**config.mk**
```make
export PLATFORM = sky130hd
export DESIGN_NAME = mon_rx_top
export DESIGN_NICKNAME = d
export VERILOG_FILES = /design/src/rtl/mon_rx_pkg.sv /design/src/rtl/mon_pair_check.sv /design/src/rtl/mon_msg_asm.sv /design/src/rtl/mon_cmd_decode.sv /design/src/rtl/mon_rx_top.sv
export SDC_FILE = /design/constraint.sdc
export NUM_CORES = 1
export LEC_CHECK = 0
export ABC_CLOCK_PERIOD_IN_PS = 6200
export BUFFER_PORTS_ARGS = -buffer_cell sky130_fd_sc_hd__buf_2
export CORE_MARGIN = 8
export CORE_UTILIZATION = 40
export CTS_BUF_LIST = sky130_fd_sc_hd__clkbuf_4 sky130_fd_sc_hd__clkbuf_8
export CTS_CLUSTER_DIAMETER = 200
export DETAILED_ROUTE_END_ITERATION = 6
export PLACE_DENSITY = 0.62
export SETUP_SLACK_MARGIN = 0.5
export SYNTH_ARGS = -nofsm -noshare
export SYNTH_HDL_FRONTEND = slang
export SYNTH_SLANG_ARGS = --single-unit
```
**constraint.sdc**
```tcl
create_clock -name clk -period 6.2 [get_ports clk]
set_input_delay 0.31 -clock clk [delete_from_list [all_inputs] [get_ports clk]]
set_output_delay 0.31 -clock clk [all_outputs]
set_load 0.02 [all_outputs]
```
**src/rtl/mon_rx_pkg.sv**
```systemverilog
package mon_rx_pkg;

    typedef enum logic [2:0] {
        ST_IDLE     = 3'd0,
        ST_FIRST    = 3'd1,
        ST_ACKED    = 3'd2,
        ST_RELEASED = 3'd3,
        ST_MISMATCH = 3'd4
    } mon_state_e;

    localparam logic FLAG_ACTIVE   = 1'b0;
    localparam logic FLAG_RELEASED = 1'b1;

endpackage

```
**src/rtl/mon_pair_check.sv**
```systemverilog
module mon_pair_check #(
    parameter int BYTE_W = 8
) (
    input  logic              clk,
    input  logic              rst_n,
    input  logic              load,
    input  logic [BYTE_W-1:0] din,
    output logic              match,
    output logic [BYTE_W-1:0] held
);

    logic [BYTE_W-1:0] cand_q;

    always_ff @(posedge clk or negedge rst_n) begin
        if (!rst_n) begin
            cand_q <= '1;
        end else if (load) begin
            cand_q <= din;
        end
    end

    always_comb begin
        match = (din == cand_q);
        held  = cand_q;
    end

endmodule

```
**src/rtl/mon_msg_asm.sv**
```systemverilog
module mon_msg_asm #(
    parameter int BYTE_W    = 8,
    parameter int MSG_BYTES = 2
) (
    input  logic                        clk,
    input  logic                        rst_n,
    input  logic                        clear,
    input  logic                        push,
    input  logic [BYTE_W-1:0]           din,
    output logic [BYTE_W*MSG_BYTES-1:0] word,
    output logic                        count_ok
);

    localparam int WORD_W = BYTE_W * MSG_BYTES;
    localparam int CNT_W  = $clog2(MSG_BYTES + 2);
    localparam logic [CNT_W-1:0] CNT_FULL = CNT_W'(MSG_BYTES);
    localparam logic [CNT_W-1:0] CNT_OVER = CNT_W'(MSG_BYTES + 1);

    logic [WORD_W-1:0] word_q;
    logic [CNT_W-1:0]  cnt_q;

    generate
        if (MSG_BYTES > 1) begin : g_multi
            always_ff @(posedge clk or negedge rst_n) begin
                if (!rst_n) begin
                    word_q <= '0;
                end else if (clear) begin
                    word_q <= '0;
                end else if (push) begin
                    word_q <= {word_q[WORD_W-BYTE_W-1:0], din};
                end
            end
        end else begin : g_single
            always_ff @(posedge clk or negedge rst_n) begin
                if (!rst_n) begin
                    word_q <= '0;
                end else if (clear) begin
                    word_q <= '0;
                end else if (push) begin
                    word_q <= din;
                end
            end
        end
    endgenerate

    always_ff @(posedge clk or negedge rst_n) begin
        if (!rst_n) begin
            cnt_q <= '0;
        end else if (clear) begin
            cnt_q <= '0;
        end else if (push && (cnt_q != CNT_OVER)) begin
            cnt_q <= cnt_q + 1'b1;
        end
    end

    always_comb begin
        word     = word_q;
        count_ok = (cnt_q == CNT_FULL);
    end

endmodule

```
**src/rtl/mon_cmd_decode.sv**
```systemverilog
module mon_cmd_decode #(
    parameter int          WORD_W = 16,
    parameter int          CMD_W  = 2,
    parameter logic [CMD_W-1:0] CMD_RD = 2'b10,
    parameter logic [CMD_W-1:0] CMD_WR = 2'b01
) (
    input  logic [WORD_W-1:0] word,
    input  logic              count_ok,
    output logic              is_rd,
    output logic              is_wr,
    output logic              is_bad
);

    logic [CMD_W-1:0] cmd;

    always_comb begin
        cmd    = word[WORD_W-1 -: CMD_W];
        is_rd  = count_ok && (cmd == CMD_RD);
        is_wr  = count_ok && (cmd == CMD_WR);
        is_bad = !(is_rd || is_wr);
    end

endmodule

```
**src/rtl/mon_rx_top.sv**
```systemverilog
module mon_rx_top
    import mon_rx_pkg::*;
#(
    parameter int               BYTE_W    = 8,
    parameter int               MSG_BYTES = 2,
    parameter int               CMD_W     = 2,
    parameter logic [CMD_W-1:0] CMD_RD    = 2'b10,
    parameter logic [CMD_W-1:0] CMD_WR    = 2'b01
) (
    input  logic                        clk,
    input  logic                        rst_n,
    input  logic                        frame_tick,
    input  logic [BYTE_W-1:0]           mon_byte,
    input  logic                        mon_e_n,
    output logic                        mon_a_n,
    output logic                        msg_valid,
    output logic [BYTE_W*MSG_BYTES-1:0] msg_word,
    output logic                        msg_rd,
    output logic                        msg_wr,
    output logic                        msg_bad
);

    localparam int WORD_W = BYTE_W * MSG_BYTES;

    mon_state_e state_q, state_d;

    logic              e_act;
    logic              same;
    logic [BYTE_W-1:0] cand;
    logic              do_load;
    logic              do_accept;
    logic              do_clear;
    logic              do_deliver;
    logic              a_next;
    logic [WORD_W-1:0] asm_word;
    logic              asm_ok;
    logic              dec_rd;
    logic              dec_wr;
    logic              dec_bad;

    assign e_act = (mon_e_n == FLAG_ACTIVE);

    mon_pair_check #(
        .BYTE_W (BYTE_W)
    ) u_pair (
        .clk   (clk),
        .rst_n (rst_n),
        .load  (do_load),
        .din   (mon_byte),
        .match (same),
        .held  (cand)
    );

    mon_msg_asm #(
        .BYTE_W    (BYTE_W),
        .MSG_BYTES (MSG_BYTES)
    ) u_asm (
        .clk      (clk),
        .rst_n    (rst_n),
        .clear    (do_clear),
        .push     (do_accept),
        .din      (cand),
        .word     (asm_word),
        .count_ok (asm_ok)
    );

    mon_cmd_decode #(
        .WORD_W (WORD_W),
        .CMD_W  (CMD_W),
        .CMD_RD (CMD_RD),
        .CMD_WR (CMD_WR)
    ) u_dec (
        .word     (asm_word),
        .count_ok (asm_ok),
        .is_rd    (dec_rd),
        .is_wr    (dec_wr),
        .is_bad   (dec_bad)
    );

    // State register
    always_ff @(posedge clk or negedge rst_n) begin
        if (!rst_n) begin
            state_q <= ST_IDLE;
        end else begin
            state_q <= state_d;
        end
    end

    // Next state and per-frame control
    always_comb begin
        state_d    = state_q;
        do_load    = 1'b0;
        do_accept  = 1'b0;
        do_clear   = 1'b0;
        do_deliver = 1'b0;
        a_next     = mon_a_n;
        if (frame_tick) begin
            unique case (state_q)
                ST_IDLE: begin
                    a_next = FLAG_RELEASED;
                    if (e_act) begin
                        do_load  = 1'b1;
                        do_clear = 1'b1;
                        state_d  = ST_FIRST;
                    end
                end
                ST_FIRST: begin
                    if (!e_act) begin
                        a_next  = FLAG_RELEASED;
                        state_d = ST_IDLE;
                    end else if (same) begin
                        do_accept = 1'b1;
                        a_next    = FLAG_ACTIVE;
                        state_d   = ST_ACKED;
                    end else begin
                        do_load = 1'b1;
                        a_next  = FLAG_ACTIVE;
                        state_d = ST_MISMATCH;
                    end
                end
                ST_ACKED: begin
                    if (!e_act) begin
                        do_load = 1'b1;
                        a_next  = FLAG_RELEASED;
                        state_d = ST_RELEASED;
                    end else begin
                        a_next  = FLAG_ACTIVE;
                    end
                end
                ST_RELEASED: begin
                    if (!e_act) begin
                        do_deliver = 1'b1;
                        a_next     = FLAG_RELEASED;
                        state_d    = ST_IDLE;
                    end else if (same) begin
                        do_accept = 1'b1;
                        a_next    = FLAG_ACTIVE;
                        state_d   = ST_ACKED;
                    end else begin
                        do_load = 1'b1;
                        a_next  = FLAG_ACTIVE;
                        state_d = ST_MISMATCH;
                    end
                end
                ST_MISMATCH: begin
                    if (!e_act) begin
                        do_load = 1'b1;
                        a_next  = FLAG_RELEASED;
                        state_d = ST_RELEASED;
                    end else if (same) begin
                        do_accept = 1'b1;
                        a_next    = FLAG_ACTIVE;
                        state_d   = ST_ACKED;
                    end else begin
                        do_load = 1'b1;
                        a_next  = FLAG_ACTIVE;
                    end
                end
                default: begin
                    a_next  = FLAG_RELEASED;
                    state_d = ST_IDLE;
                end
            endcase
        end
    end

    // Registered outputs
    always_ff @(posedge clk or negedge rst_n) begin
        if (!rst_n) begin
            mon_a_n   <= FLAG_RELEASED;
            msg_valid <= 1'b0;
            msg_word  <= '0;
            msg_rd    <= 1'b0;
            msg_wr    <= 1'b0;
            msg_bad   <= 1'b0;
        end else begin
            mon_a_n   <= a_next;
            msg_valid <= do_deliver;
            if (do_deliver) begin
                msg_word <= asm_word;
                msg_rd   <= dec_rd;
                msg_wr   <= dec_wr;
                msg_bad  <= dec_bad;
            end else begin
                msg_rd   <= 1'b0;
                msg_wr   <= 1'b0;
                msg_bad  <= 1'b0;
            end
        end
    end

endmodule

```
==> results of run 1 <==
synth_stat cells, types with 3 or more instances:
| master | count |
|---|---|
| a2111oi_0 | 8 |
| a21oi_1 | 10 |
| a221oi_1 | 8 |
| and3_1 | 7 |
| buf_2 | 6 |
| clkbuf_1 | 11 |
| dfrtp_1 | 41 |
| dfstp_2 | 9 |
| inv_1 | 10 |
| mux2_2 | 22 |
| mux2i_1 | 10 |
| nand2_1 | 23 |
| nand3_1 | 8 |
| nand4_1 | 8 |
| nor2_1 | 3 |
| nor3b_1 | 3 |
| o2111ai_1 | 8 |
| xnor2_1 | 5 |
| xnor2_2 | 4 |
how the worst max path moves through the flow:
stage                    from             to  slack [ps]  cells after the start
2_1_floorplan  u_pair.held[2]  u_asm.word[6]        4170                      5
3_3_place_gp   u_pair.held[7]  u_asm.word[3]        3810                      5
3_5_place_dp   u_pair.held[7]  u_asm.word[3]        3760                      5
4_1_cts        u_pair.held[7]  u_asm.word[3]        3750                      5
5_1_grt        u_pair.held[7]  u_asm.word[3]        3620                      5
6_report       u_pair.held[7]  u_asm.word[3]        3770                      5
cells in the final DEF (no fill, tap or decap), drive strengths merged, types with 2 or more instances in the layout:
cell | netlist | routed
a21oi | 10 | 10
dfstp | 9 | 9
o21ai | 2 | 2
o2111ai | 8 | 8
mux2 | 24 | 24
nand4 | 10 | 10
nand2 | 23 | 23
dfrtp | 41 | 41
and4 | 3 | 3
xnor2 | 9 | 9
or3b | 2 | 2
ha | 2 | 2
nand3 | 8 | 8
mux2i | 10 | 10
inv | 10 | 11
a221oi | 8 | 8
nor4 | 3 | 3
nor3b | 3 | 3
buf | 7 | 35
nand2b | 2 | 2
and3 | 8 | 8
nor2 | 3 | 3
a2111oi | 8 | 8
clkbuf | 12 | 5
cells by family after synthesis:
logic type,share of synthesized area
and+or+nand+nor,0.156
DFF,0.475
AOI/OAI and AO/OA,0.124
muxes,0.142
buffers and inverters,0.0485
xor gates and xnor gates,0.0443
adders and majority gates,0.00942
power groups by stage:
stage                     sequential (mW)  combinational (mW)  clock, mW
after global routing                0.503               0.453      0.251
final                               0.490               0.414      0.233
after detailed placement            0.495               0.411          0
after CTS                           0.489               0.414      0.241
after floorplan                     0.486               0.318          0
after global placement              0.490               0.405          0
state kept, by name, indices dropped and copies added (netlist names):
register and cells:
msg_word 16, msg_bad 1, state_q 3, mon_a_n 1, u_pair.held 8, u_asm.word 16
msg_rd 1, msg_wr 1, msg_valid 1, u_asm.cnt_q 2
metrics by stage:
step / util / instances
detailed placement: 0.445 / 328
finish: 0.463 / 336
global route: 0.463 / 336
CTS: 0.463 / 336
floorplan: - / 235
global placement: 0.445 / 328
layout make-up:
| class | count | area share |
|---|---|---|
| Clock buffer | 5 | 0.0233 |
| Clock inverter | 3 | 0.0148 |
| Inverter | 10 | 0.0127 |
| Multi-Input combinational cell | 156 | 0.428 |
| Sequential cell | 50 | 0.427 |
| Tap cell | 77 | 0.0326 |
| Timing Repair Buffer | 35 | 0.0618 |
per-layer routing:
metal / wire length, um / GRT usage / up-vias / part of all wire
met5: 0 / 0 / - / 0
met4: 66 / 0.0536 / 0 / 0.011
met3: 450 / 0.0391 / 6 / 0.077
met2: 2520 / 0.183 / 75 / 0.43
met1: 2770 / 0.168 / 932 / 0.48
li1: - / - / 923 / -
==> metrics.txt, run 1 <==
status=completed; delay-heaviest family, CP=simple AND/OR/NAND/NOR gates; Primary FF master, synth=dfrtp_1; Starting Density=0.416; Clock Power Share=0.205; sequential power share=0.431; Cell Area, Placed=0.00284 sq mm; Net Sw Frac=0.385; ranking of synthesized cells by area=dfrtp_1, mux2_2, dfstp_2; H-Tree Depth=2; Pwr Total=1.14 mW; slowest cell on the critical path=nor4_4; 1st-iter DRT viols=148; post-DR wirelength/cell=17.3 um; first-pass GRT wire length=10000 um; largest area contributor in the netlist=dfrtp_1; CTS max path bufs=2; Logic pwr share=0.364; Num CTS Buffers=5; RSZ-0062 raised after global routing=no; static leakage=1.33 nW; final hold viol count=0; crit path DAT=2630 ps; share of the synthesized area in the top cell type=0.386; GR Overflow Total=0; Slew HR=0.488; Netlist cell types=43; slew at the pin closest to its max-slew limit=768 ps; Setup Viol. Count Final=0; core area=0.00639 sq mm; Routed WL=5810 um; row cnt=29; RR Endpoint=u_asm.word[3]; share of cells above drive strength 1=0.347; setup tns final=0 ps; worst path bufs/invs=1; CTS-repair resized insts=0; synthesized area=0.00266 sq mm; Root Driver=clkbuf_8; vias in the first global route=1990; maximum fanout along the worst path=10; Synth Instances=235; drt pass-1 iters=4; DR vias=between 1500 and 2000; setup slack after placement=3760 ps; Ys Warns=0; Worst-Skew Late Latency=300 ps; Post-synth EDFFs=0; synthesized flop and latch total=50; FFs w/ async S/R, synth=1.00; Power Density=384 mW/mm^2; cts hold-fix bufs=0; Multi-input gate area=0.00126 sq mm; die footprint=0.00950 sq mm; IO Pins=33; antenna violations before repair=0; Die Y=97.5 um; half-perimeter wire length after placement=between 3000 and 4000 um; WS Path Type=reg2reg; Buffers on Ports=32; type of the most critical hold path=in2async; worst vdd ir=140 uV; Cell Int Power=699 uW; net count after synthesis=249; GR Util All Layers=0.126; setup ws final=3770 ps; slowest stage delay, CP=between 600 and 700 ps; postcts setup bufs=0; Die W=97.5 um; # fillers=598; CTS tree=built; Slew Limit Fails=0; reg2reg setup slack=3770 ps; Reg area=0.00126 sq mm; # diodes=0; Max Cap Viol=0; Min Hold Slack=107 ps; Seq/Total Area, Yosys=0.475; Required @ worst endpoint=6400 ps; Area Overhead vs Synth=11.3%; CTS Sinks=50; routability congestion estimate=0.832; Avg Cell Area, Syn=11.3 sq um; nets=around 270; final clock skew=2.35 ps; min Tclk post-route=2430 ps; DRT antenna net count=0; crit start category=flop; pin count of the biggest net entering global routing=51; RR Startpoint=u_pair.held[7]; crit-path cells=xnor2_1, nand4_4, nor4_4, buf_4, mux2_2; R2R cell count=5; Final Cell Area=0.00296 sq mm; Final Cycle Share=0.392; Worst Setup End Kind=flop; switching power=438 uW; Fmax=411 MHz; clock slew at reported path FFs=90 ps; vias per cell=between 5 and 6; DR DRC count=0
No activity file was read; power rests on OpenSTA's default activity.
==> run 2: changes to the inputs <==
- ABC_CLOCK_PERIOD_IN_PS: 6200 -> 2200
- PLACE_DENSITY: 0.62 -> 0.64
- clock period: 6.2 -> 2.2 ns (I/O delays scaled with it)
==> run 2 against run 1 <==
  * Die area did not move
  * Clock skew rose by 5.7 ps
  * Critical path type unchanged
  * Power rose to 3.5 times the previous value
  * Highest routed layer unchanged
==> metrics.txt, run 2 (synthesis results as in run 1) <==
GR Overflow Total=0 (unchanged); most frequent cells in the layout=dfrtp_1, buf_2, buf_4 (was dfrtp_1, buf_2, nand2_1); IO Pins=33 (unchanged); crit-path cells=xnor2_2, nand4_4, nor4_4, buf_6, mux2_4 (was xnor2_1, nand4_4, nor4_4, buf_4, mux2_2); RSZ-0062 raised after global routing=yes (was no); antenna violations before repair=0 (unchanged); 1st-iter DRT viols=129 (was 148); CTS max path bufs=2 (unchanged); DR DRC count=0 (unchanged); Final Cycle Share=0.832 (was 0.392); routability congestion estimate=0.862 (was 0.832); Cell Area, Placed=0.00294 sq mm (was 0.00284 sq mm); setup tns final=0 ps (unchanged); min Tclk post-route=1830 ps (was 2430 ps); clock slew at reported path FFs=100 ps (was 90 ps); crit start category=flop (unchanged); Slew HR=0.628 (was 0.488); Critical Path Sink=u_asm.word[7] (was u_asm.word[3]); Worst-Skew Late Latency=310 ps (was 300 ps); most common cell after layout, fill and taps aside=dfrtp_1 (unchanged); Fmax=546 MHz (was 411 MHz); vias per cell=5.89 (was 5.76); half-perimeter wire length after placement=4110 um (was 3900 um); Setup Viol. Count Final=0 (unchanged); worst vdd ir=709 uV (was 140 uV); R2R cell count=5 (unchanged); maximum fanout along the worst path=5 (was 10); CTS tree=built (unchanged); slowest stage delay, CP=570 ps (was 620 ps); # diodes=0 (unchanged); Routed WL=7020 um (was 5810 um); type of the most critical hold path=in2reg (was in2async); share of cells above drive strength 1=0.507 (was 0.347); Reg area=0.00127 sq mm (was 0.00126 sq mm); slowest cell on the critical path=dfstp_2 (was nor4_4); Multi-input gate area=0.00153 sq mm (was 0.00126 sq mm); Max Cap Viol=0 (unchanged); core area=0.00639 sq mm (unchanged); Final Cell Area=0.00348 sq mm (was 0.00296 sq mm); Power Density=1130 mW/mm^2 (was 384 mW/mm^2); DRT antenna net count=0 (unchanged); Min Hold Slack=93.4 ps (was 107 ps); post-DR wirelength/cell=19.0 um (was 17.3 um); crit path launch=u_pair.held[6] (was u_pair.held[7]); crit path DAT=2030 ps (was 2630 ps); RR Endpoint=u_asm.word[7] (was u_asm.word[3]); Starting Density=0.416 (unchanged); Num CTS Buffers=5 (unchanged); min-delay src=mon_byte[6]; nets=305 (was 272); Die W=97.5 um (unchanged); row cnt=29 (unchanged); Worst Setup End Kind=flop (unchanged); final hold viol count=0 (unchanged); WS Path Type=reg2reg (unchanged); drt pass-1 iters=4 (unchanged); static leakage=1.56 nW (was 1.33 nW); H-Tree Depth=2 (unchanged); slew at the pin closest to its max-slew limit=559 ps (was 768 ps); # fillers=548 (was 598); DR vias=2175 (was 1936); Buffers on Ports=32 (unchanged); status=completed (unchanged); GR Util All Layers=0.135 (was 0.126); first-pass GRT wire length=10900 um (was 10000 um); Area Overhead vs Synth=30.9% (was 11.3%); Die Y=97.5 um (unchanged); Required @ worst endpoint=2400 ps (was 6400 ps); reg2reg setup slack=370 ps (was 3770 ps); CTS Sinks=50 (unchanged); final clock skew=8.07 ps (was 2.35 ps); die footprint=0.00950 sq mm (unchanged); Root Driver=clkbuf_8 (unchanged); RR Startpoint=u_pair.held[6] (was u_pair.held[7]); Slew Limit Fails=0 (unchanged); vias in the first global route=2106 (was 1990); pin count of the biggest net entering global routing=32 (was 51)
[run 2: worst min path at each step]
stage | endpoint | slack, ps | depth (start not counted)
final | u_pair.held[6] | 90 | 3
after global routing | u_pair.held[2] | 120 | 3
after CTS | u_pair.held[5] | 90 | 3
after detailed placement | msg_rd | 130 | 1
after global placement | msg_wr | 130 | 1
after floorplan | msg_bad | -190 | 0
[run 2: metrics by stage]
step                       util  instances  setup slack (ps)  power (mW)
after floorplan               -        235               197        2.36
after CTS                 0.504        355               392        3.45
after detailed placement  0.460        335               248        2.66
after global placement    0.460        335               281        2.64
final                     0.545        369               369        3.93
after global routing      0.545        369               334        4.11
[run 2: repair_timing]
| action | in CTS | in global routing |
|---|---|---|
| endpoints found under the setup margin | 27 | 44 |
| pin swaps | 3 | 2 |
| resized for setup | 23 | 32 |
| gates cloned | 1 | 4 |
| hold endpoints to repair | 23 | 0 |
| buffers inserted | 10 | 10 |
| hold buffers | 1 | 0 |
[run 2: cell type report]
class | instances | area share
Timing Repair Buffer | 64 | 0.129
Multi-Input combinational cell | 160 | 0.440
Tap cell | 77 | 0.0277
Sequential cell | 50 | 0.364
Clock buffer | 6 | 0.0237
Inverter | 10 | 0.0108
Clock inverter | 2 | 0.00468
[run 2: worst max-delay path, delay by kind of cell (launching register included)]
family                    cells  cell delay (ps)
DFF                           1              570
xor gates and xnor gates      1              140
buffers and inverters         1              190
and+or+nand+nor               2              510
muxes                         1              300
[run 2: power by group]
part	internal, mW	leakage (nW)	switching (mW)
clock network	0.260	0.0478	0.330
registers	1.16	0.658	0.177
logic	0.917	0.851	1.08
total	2.33	1.56	1.59
[run 2: metal layers]
layer | vias up | GRT usage | routed length (um)
met4 | 0 | 0.0431 | 134
met1 | 1067 | 0.180 | 3050
met2 | 96 | 0.211 | 3280
li1 | 996 | - | -
met5 | - | 0 | 0
met3 | 16 | 0.0320 | 549
